`config.mk`:
```
export PLATFORM = sky130hd
export DESIGN_NAME = dual_read_prefetcher
export DESIGN_NICKNAME = d
export VERILOG_FILES = /design/src/rtl/rdpf_pkg.sv /design/src/rtl/rdpf_channel.sv /design/src/rtl/rdpf_seq.sv /design/src/rtl/dual_read_prefetcher.sv
export SDC_FILE = /design/constraint.sdc
export NUM_CORES = 1
export LEC_CHECK = 0
export ABC_AREA = 0
export CORE_MARGIN = 4
export CORE_UTILIZATION = 30
export DETAILED_ROUTE_END_ITERATION = 7
export SETUP_SLACK_MARGIN = 0.1
export SYNTH_ARGS = -nofsm -noshare
export SYNTH_HDL_FRONTEND = slang
export SYNTH_SLANG_ARGS = --single-unit
```
`constraint.sdc`:
```
create_clock -name clk -period 2.45 [get_ports clk]
set_clock_uncertainty 0.05 [all_clocks]
set_input_delay 0.3675 -clock clk [delete_from_list [all_inputs] [get_ports clk]]
set_output_delay 0.3675 -clock clk [all_outputs]
set_load 0.01 [all_outputs]
```
`src/rtl/rdpf_pkg.sv`:
```
package rdpf_pkg;
  localparam int ITEM_W = 32;

  typedef enum logic [1:0] {S_IDLE, S_REQ, S_WAIT} seq_st_t;

  function automatic logic [2:0] size_step(input logic [1:0] code);
    case (code)
      2'd0:    return 3'd1;
      2'd1:    return 3'd2;
      default: return 3'd4;
    endcase
  endfunction

  function automatic logic [ITEM_W-1:0] size_zext(input logic [ITEM_W-1:0] d,
                                                  input logic [1:0] code);
    case (code)
      2'd0:    return {24'd0, d[7:0]};
      2'd1:    return {16'd0, d[15:0]};
      default: return d;
    endcase
  endfunction
endpackage

```
`src/rtl/rdpf_channel.sv`:
```
module rdpf_channel
  import rdpf_pkg::*;
#(
  parameter int ADDR_W = 29,
  parameter int CNT_W  = 12
) (
  input  logic              clk,
  input  logic              rst,
  input  logic              cfg_we,
  input  logic [1:0]        cfg_size,
  input  logic [ADDR_W-1:0] cfg_addr,
  input  logic              cnt_we,
  input  logic [CNT_W-1:0]  cnt_val,
  input  logic              adv,
  output logic [ADDR_W-1:0] ptr,
  output logic [1:0]        size,
  output logic [CNT_W-1:0]  remain
);
  logic idle_ch;
  assign idle_ch = (remain == '0);

  always_ff @(posedge clk) begin
    if (rst) begin
      ptr    <= '0;
      size   <= 2'd0;
      remain <= '0;
    end else begin
      if (cfg_we && idle_ch) begin
        ptr  <= cfg_addr;
        size <= cfg_size;
      end
      if (cnt_we) begin
        remain <= cnt_val;
      end else if (adv) begin
        remain <= remain - 1'b1;
        ptr    <= ptr + ADDR_W'(size_step(size));
      end
    end
  end
endmodule

```
`src/rtl/rdpf_seq.sv`:
```
module rdpf_seq
  import rdpf_pkg::*;
#(
  parameter int ADDR_W = 29,
  parameter int CNT_W  = 12,
  parameter int NCH    = 2
) (
  input  logic                       clk,
  input  logic                       rst,
  input  logic [NCH-1:0][ADDR_W-1:0] ch_ptr,
  input  logic [NCH-1:0][1:0]        ch_size,
  input  logic [NCH-1:0][CNT_W-1:0]  ch_remain,
  input  logic                       cnt_we,
  input  logic                       cnt_ch,
  input  logic [CNT_W-1:0]           cnt_val,
  output logic [NCH-1:0]             adv,
  output logic                       req_valid,
  input  logic                       req_ready,
  output logic [ADDR_W-1:0]          req_addr,
  output logic [1:0]                 req_size,
  input  logic                       rsp_valid,
  input  logic [ITEM_W-1:0]          rsp_data,
  input  logic                       fifo_full,
  output logic                       fifo_push,
  output logic [ITEM_W-1:0]          fifo_data
);
  seq_st_t      st;
  logic         cur, lock, drop, sel, hit, good, can_issue;
  logic [NCH-1:0] busy;

  for (genvar g = 0; g < NCH; g++) begin : g_busy
    assign busy[g] = (ch_remain[g] != '0);
    assign adv[g]  = good && (cur == 1'(g));
  end

  assign hit       = cnt_we && (cnt_ch == cur);
  assign good      = (st == S_WAIT) && rsp_valid && !drop && !hit;
  assign sel       = (lock && busy[cur]) ? cur : !busy[0];
  assign can_issue = (st == S_IDLE) && (busy != '0) && !fifo_full && !fifo_push;

  always_ff @(posedge clk) begin
    if (rst) begin
      st        <= S_IDLE;
      cur       <= 1'b0;
      lock      <= 1'b0;
      drop      <= 1'b0;
      req_valid <= 1'b0;
      req_addr  <= '0;
      req_size  <= 2'd0;
      fifo_push <= 1'b0;
      fifo_data <= '0;
    end else begin
      fifo_push <= good;
      if (good) fifo_data <= size_zext(rsp_data, ch_size[cur]);
      if ((good && ch_remain[cur] == CNT_W'(1)) || (hit && cnt_val == '0))
        lock <= 1'b0;
      case (st)
        S_IDLE: begin
          if (can_issue) begin
            cur       <= sel;
            lock      <= 1'b1;
            drop      <= cnt_we && (cnt_ch == sel);
            req_valid <= 1'b1;
            req_addr  <= ch_ptr[sel];
            req_size  <= ch_size[sel];
            st        <= S_REQ;
          end
        end
        S_REQ: begin
          if (hit) drop <= 1'b1;
          if (req_ready) begin
            req_valid <= 1'b0;
            st        <= S_WAIT;
          end
        end
        default: begin
          if (hit) drop <= 1'b1;
          if (rsp_valid) st <= S_IDLE;
        end
      endcase
    end
  end
endmodule

```
`src/rtl/dual_read_prefetcher.sv`:
```
module dual_read_prefetcher
  import rdpf_pkg::*;
#(
  parameter int ADDR_W = 29,
  parameter int CNT_W  = 12
) (
  input  logic              clk,
  input  logic              rst,
  input  logic              cfg_we,
  input  logic              cfg_ch,
  input  logic [1:0]        cfg_size,
  input  logic [ADDR_W-1:0] cfg_addr,
  input  logic              cnt_we,
  input  logic              cnt_ch,
  input  logic [CNT_W-1:0]  cnt_val,
  output logic [CNT_W-1:0]  remain0,
  output logic [CNT_W-1:0]  remain1,
  output logic              req_valid,
  input  logic              req_ready,
  output logic [ADDR_W-1:0] req_addr,
  output logic [1:0]        req_size,
  input  logic              rsp_valid,
  input  logic [31:0]       rsp_data,
  input  logic              fifo_full,
  output logic              fifo_push,
  output logic [31:0]       fifo_data
);
  localparam int NCH = 2;

  logic [NCH-1:0][ADDR_W-1:0] ch_ptr;
  logic [NCH-1:0][1:0]        ch_size;
  logic [NCH-1:0][CNT_W-1:0]  ch_remain;
  logic [NCH-1:0]             adv;

  for (genvar g = 0; g < NCH; g++) begin : g_ch
    rdpf_channel #(.ADDR_W(ADDR_W), .CNT_W(CNT_W)) u_ch (
      .clk      (clk),
      .rst      (rst),
      .cfg_we   (cfg_we && (cfg_ch == 1'(g))),
      .cfg_size (cfg_size),
      .cfg_addr (cfg_addr),
      .cnt_we   (cnt_we && (cnt_ch == 1'(g))),
      .cnt_val  (cnt_val),
      .adv      (adv[g]),
      .ptr      (ch_ptr[g]),
      .size     (ch_size[g]),
      .remain   (ch_remain[g])
    );
  end

  assign remain0 = ch_remain[0];
  assign remain1 = ch_remain[1];

  rdpf_seq #(.ADDR_W(ADDR_W), .CNT_W(CNT_W), .NCH(NCH)) u_seq (
    .clk       (clk),
    .rst       (rst),
    .ch_ptr    (ch_ptr),
    .ch_size   (ch_size),
    .ch_remain (ch_remain),
    .cnt_we    (cnt_we),
    .cnt_ch    (cnt_ch),
    .cnt_val   (cnt_val),
    .adv       (adv),
    .req_valid (req_valid),
    .req_ready (req_ready),
    .req_addr  (req_addr),
    .req_size  (req_size),
    .rsp_valid (rsp_valid),
    .rsp_data  (rsp_data),
    .fifo_full (fifo_full),
    .fifo_push (fifo_push),
    .fifo_data (fifo_data)
  );
endmodule

```
==> results_dict.tcl, run 1 <==
set metrics [dict create \
    clk_latency_ns 0.44 \
    critPathKind "reg2reg" \
    io_buffers 172 \
    fp.dieH_um 171.2 \
    drt-wirelength-per-cell_um 18.35 \
    relSlewSlack_pct 56.03 \
    grt_pass1_wl_um 43080 \
    final-hold-violation-count 0 \
    setup_viol 0 \
    wl_um 27690 \
    dp_hpwl_um 19970 \
    cp_common_cell "a211oi_1" \
    async_flop_share_pct 0 \
    worst-r2r-setup-slack_ns 0.1 \
    yosysTopAreaCell "dfxtp_1" \
    fmax_mhz 425.2 \
    status "finished clean" \
    fin_tns_setup_ns 0 \
    start_util_pct 30.59 \
    grt_usage_pct 18.50 \
    syn_area_mm2 0.007993 \
    hp-start "rst" \
    h-tree-depth 4 \
    die_x_um 171.2 \
    holdWs_ns 0.3957 \
    avgViaCountPerCell 5.390 \
    synth-seq-cells 156 \
    antenna_left 0 \
    p_leak_nw 3.972 \
    total_power_mw 6.558 \
    critical_path.endpoint_type "register" \
    cp.required_ns 2.75 \
    clk_pin_slew_ns 0.07 \
    drc 0 \
    routabilityCongestion 0.8557 \
    path_buf_inv 2 \
    yosysTopAreaCellShare_pct 39.07 \
    hold_class "in2reg" \
    cts.sinks 156 \
    rsz0062_at_grt "true" \
    syn-instance-count 950 \
    vdd_drop_max_v 0.0003972 \
    syn_to_final_growth_pct 41.42 \
    min_path_cells 2 \
    cts.path.max_buffers 2 \
    post-place-ws_ns -0.01602 \
    ys_warn_count 0 \
    synth_edf_count 0 \
    num_rows 59 \
    cts_tree "done" \
    syn_nets 1044 \
    slew_violations 0 \
    first_pass_iters 5 \
    postCtsHoldBufs 0 \
    grt_max_degree 50 \
    diodes 0 \
    synth.area.top_cells "dfxtp_1 (39%), nand2_1 (5.9%), nor2_1 (5.3%)" \
    crit_family "simple AND/OR/NAND/NOR gates" \
    critical_path_peak_fanout 5 \
    cp_slowest_cell "fa_2" \
    die_area_mm2 0.02932 \
    cp-start-kind "register" \
    drt-initial-drc-count 586 \
    cts-root-buf "clkbuf_16" \
    syn_avg_cell_area_um2 8.413 \
    finalCritPeriodShare_pct 95.99 \
    reg2reg_depth 10 \
    synth-seq-area-share_pct 39.07 \
    hold_end "g_ch[1].u_ch.size[0]" \
    vias 8134 \
    antenna_found_initial 0 \
    core_mm2 0.02613 \
    r2r_start "g_ch[0].u_ch.size[1]" \
    cp-startpoint "g_ch[0].u_ch.size[1]" \
    fin_nets 1255 \
    drive_gt1_share_pct 16.01 \
    cp_cell_sequence "nor2_2 > ha_2 > inv_2 > fa_2 > nor2b_4 > o2111ai_4 > buf_6 > nor4_4 > a211oi_1 > a211oi_1" \
    tightest_slew_ns 0.6574 \
    pin_count 173 \
    r2r-end "g_ch[0].u_ch.ptr[24]" \
    cts_made_buffers 17 \
    powerDensity_mw_per_mm2 580.2 \
    crit_arrival_ns 2.65 \
    ys_types 79 \
    drv_cap 0 \
    overflow 0 \
    grt_pass1_vias 7791 \
    worst_slack_ns 0.09815 \
    cp_slowest_stage_delay_ns 0.37 \
    synthFlopType "dfxtp_1" \
    min_period_ns 2.352 \
]
repair_timing:
item,CTS,global route
endpoints found under the setup margin,16,37
setup buffers,3,5
hold endpoints to repair,0,0
pin swaps,2,15
gates resized for setup,8,31
metal layers:
metal	GRT usage [%]	share of wire, %	vias to the layer above
li1	-	-	3926
met1	24.82	44	3859
met2	29.78	46	305
met3	4.574	7.5	44
met4	5.133	2.0	0
met5	0	0	-
how the worst max path moves through the flow:
| stage | cells after the start | slack (ns) | endpoint |
|---|---|---|---|
| finish | 10 | 0.1 | g_ch[0].u_ch.ptr[24] |
| floorplan | 10 | 0.12 | g_ch[0].u_ch.ptr[18] |
| detailed placement | 7 | -0.02 | u_seq.fifo_data[21] |
| global placement | 7 | 0.03 | u_seq.fifo_data[17] |
| global route | 10 | -0.06 | g_ch[0].u_ch.ptr[26] |
| CTS | 11 | 0.11 | g_ch[1].u_ch.ptr[16] |
area by class of cell:
cell class	instances	area [um2]
Fill cell	2595	14830
Multi-Input combinational cell	713	4657
Sequential cell	156	3127
Timing Repair Buffer	257	2456
Clock buffer	20	446.7
Tap cell	335	419.2
Clock inverter	12	137.6
Inverter	16	60.06
synthesized netlist by cell type (21+ instances only):
master	n
a211oi_1	46
a21oi_1	57
a22o_1	24
a311oi_1	36
buf_2	25
clkbuf_1	29
dfxtp_1	156
nand2_1	125
nand4_1	21
nor2_1	113
nor3_1	24
through the flow:
stage	utilization (%)	cell area, um2	instances
4_1_cts	42.65	11150	1504
6_report	43.25	11300	1509
3_3_place_gp	40.18	10500	1469
5_1_grt	43.25	11300	1509
3_5_place_dp	40.18	10500	1469
2_1_floorplan	-	8005	950
worst register-to-register path, stage by stage, from the launching register on:
cell and delay, ns:
dfxtp_2 0.33, nor2_2 0.10, ha_2 0.19, inv_2 0.04, fa_2 0.37, nor2b_4 0.16
o2111ai_4 0.20, buf_6 0.19, nor4_4 0.33, a211oi_1 0.13, a211oi_1 0.19
report_power, final:
group / internal, mW / switching [mW] / leakage, nW / total (mW)
Combinational: 0.532 / 0.531 / 2.42 / 1.06
Clock: 1.54 / 1.16 / 0.281 / 2.70
Sequential: 2.66 / 0.139 / 1.27 / 2.80
cells in the final DEF (no fill, tap or decap), types with 6 or more instances in the layout:
cell type,Yosys,layout
clkdlybuf4s50_1,0,171
dfxtp_1,156,153
nand2_1,125,125
nor2_1,113,109
buf_4,3,76
a21oi_1,57,55
a211oi_1,46,43
a311oi_1,36,34
a22o_1,24,24
nor3_1,24,22
nand4_1,21,21
o21ai_0,19,19
nor4_1,20,18
nand3_1,20,18
clkbuf_16,0,17
xor2_1,16,16
inv_1,16,15
and3_1,13,13
xnor2_1,13,13
a31oi_1,13,13
mux2i_1,12,12
and2_1,9,10
o211ai_1,9,9
or3_1,9,9
and4_1,8,7
buf_12,0,7
nor2_2,3,6
nor4_2,5,6
sequential cells by signal, indices dropped and copies added, names as in the netlist:
signal,count
g_ch.u_ch.remain,24
u_seq.req_valid,1
u_seq.req_size,2
u_seq.req_addr,29
u_seq.drop,1
u_seq.st,2
u_seq.lock,1
u_seq.cur,1
g_ch.u_ch.ptr,58
g_ch.u_ch.size,4
u_seq.fifo_push,1
u_seq.fifo_data,32
kinds of logic (layout without fill, tap and decap cells):
family                     after synthesis  after routing  synth area share (%)
DFF                                    156            156                 39.07
xor gates and xnor gates                29             29                 3.178
muxes                                   13             13                 1.644
AOI/OAI and AO/OA                      245            245                 22.15
adders and majority gates               10             10                 1.753
buffers and inverters                   81            305                 4.743
and+or+nand+nor                        416            416                 27.46
Note: power is estimated with default switching activity, not from simulation.
==> inputs of run 2 (changes only) <==
- REMOVE_ABC_BUFFERS: unset -> 1
==> run 2 against run 1 <==
  * Worst hold slack got worse by 0.049 ns
  * Design area rose by 1.4%
  * Maximum frequency rose by 1.8%
  * Total power rose by 4.2%
  * Worst setup slack improved by 0.041 ns
  * Critical path depth rose by 2
  * Via count fell by 1.9%
  * Global-route usage fell by 0.47 points
  * Die area did not move
  * Non-clock buffer count rose by 2
  * Sequential share of layout area fell by 0.38 points
  * Combinational power barely moved
==> results_dict.tcl, run 2 (synthesized netlist as in run 1, its figures left out) <==
set metrics [dict create \
    status "finished clean" \
    final_cell_mix "clkdlybuf4s50_1 (171), dfxtp_1 (153), nand2_1 (125), nor2_1 (110), buf_4 (74)" \
    drv_cap 0 \
    cp-start-kind "register" \
    fin_tns_setup_ns 0 \
    total_power_mw 6.835 \
    drt-wirelength-per-cell_um 17.68 \
    fmax_mhz 432.8 \
    post-place-ws_ns -0.03603 \
    num_rows 59 \
    rsz0062_at_grt "true" \
    cts.sinks 156 \
    cts_tree "done" \
    avgViaCountPerCell 5.283 \
    cts_made_buffers 17 \
    clk_pin_slew_ns 0.07 \
    finalCritPeriodShare_pct 94.30 \
    critical_path.endpoint_type "register" \
    crit_arrival_ns 2.57 \
    crit_family "adder cells" \
    cp.required_ns 2.71 \
    cts-root-buf "clkbuf_16" \
    overflow 0 \
    hold_class "in2reg" \
    cp_slowest_stage_delay_ns 0.36 \
    diodes 0 \
    syn_to_final_growth_pct 43.39 \
    clk_latency_ns 0.44 \
    cp_cell_sequence "nor2_2 > ha_2 > inv_2 > fa_2 > nor2b_4 > o2111ai_2 > buf_6 > buf_4 > nor4_4 > buf_4 > a31o_4 > a31oi_1" \
    final_common_cell "clkdlybuf4s50_1" \
    slew_violations 0 \
    final_util_pct 43.86 \
    pin_count 173 \
    h-tree-depth 4 \
    routabilityCongestion 0.8628 \
    p_leak_nw 4.076 \
    vdd_drop_max_v 0.0004291 \
    core_mm2 0.02613 \
    worst_slack_ns 0.1396 \
    drive_gt1_share_pct 16.41 \
    path_buf_inv 4 \
    die_x_um 171.2 \
    fp.dieH_um 171.2 \
    final-hold-violation-count 0 \
    relSlewSlack_pct 64.30 \
    critPathKind "reg2reg" \
    min_period_ns 2.310 \
    largest_reg_flops 58 \
    dp_cells 1467 \
    vias 7983 \
    cts.path.max_buffers 2 \
    grt_usage_pct 18.03 \
    critical_path_peak_fanout 4 \
    antenna_left 0 \
    io_buffers 172 \
    cp_common_cell "buf_4" \
    max_flop_register "g_ch.u_ch.ptr" \
    tightest_slew_ns 0.5348 \
    antenna_found_initial 1 \
    grt_pass1_wl_um 42080 \
    layout.cells.non_filler 1511 \
    setup_viol 0 \
    grt_pass1_vias 7683 \
    first_pass_iters 5 \
    reg.largest.list "g_ch.u_ch.ptr x58, u_seq.fifo_data x32, u_seq.req_addr x29" \
    wl_um 26720 \
    powerDensity_mw_per_mm2 596.3 \
    dp_hpwl_um 19060 \
    fin_nets 1257 \
    cp_slowest_cell "fa_2" \
    start_util_pct 30.59 \
    grt_max_degree 59 \
    die_area_mm2 0.02932 \
    drc 0 \
    drt-initial-drc-count 615 \
]
-- run 2: changes by cell type in the layout (fill, tap and decap cells not counted), moves of 3 or more --
cell | before | now
inv_8 | 0 | 3
buf_12 | 7 | 11
a211oi_2 | 3 | 6
a211oi_1 | 43 | 40
-- run 2: layout make-up --
type,count,area (um2)
flip-flops and latches,156,3127
fillers,2607,14670
clock inverters,15,222.7
multi-input cells,713,4686
repair buffers,259,2521
inverters,16,60.06
clock buffers,17,425.4
well taps,335,419.2
-- run 2: what timing repair did --
action / 4_1_cts / 5_1_grt
hold buffers: 0 / 0
gates resized for setup: 8 / 37
cloned: 0 / 0
pin swaps: 5 / 15
setup buffers: 3 / 9
endpoints found under the setup margin: 15 / 48
-- run 2: path summary, 6_finish.rpt --
path,start,to,slack (ns),cells past startpoint
setup / recovery,g_ch[0].u_ch.size[0],g_ch[0].u_ch.ptr[28],0.14,12
hold reg to reg,u_seq.fifo_data[2],u_seq.fifo_data[2],0.41,2
hold / removal,rst,g_ch[1].u_ch.ptr[8],0.35,2
setup reg to reg,g_ch[0].u_ch.size[0],g_ch[0].u_ch.ptr[28],0.14,12
-- run 2: worst reg2reg max path, delay by kind of cell, from the launching register on --
| family | cells | cell delay (ns) |
|---|---|---|
| AOI/OAI and AO/OA | 3 | 0.36 |
| adders and majority gates | 2 | 0.56 |
| buffers and inverters | 4 | 0.52 |
| DFF | 1 | 0.32 |
| and+or+nand+nor | 3 | 0.39 |
-- run 2: routing by layer --
metal / global-route usage, % / wire length [um] / vias up
met3: 5.010 / 1947 / 26
met2: 28.02 / 11950 / 250
met5: 0 / 13 / -
li1: - / - / 3936
met1: 24.63 / 12480 / 3769
met4: 5.133 / 321 / 2
-- run 2: report_power, final --
group          leakage (nW)  total [mW]  switching, mW  internal, mW
clock network         0.315        2.99           1.24          1.75
logic                  2.49        1.06          0.527         0.529
registers              1.27        2.79          0.133          2.66
-- run 2: metrics by stage --
step	hold WS [ns]	area, um2
final	0.3471	11460
after detailed placement	0.3965	10520
after global routing	0.3517	11460
after floorplan	0.3866	7674
after global placement	0.3922	10520
after CTS	0.3201	11210
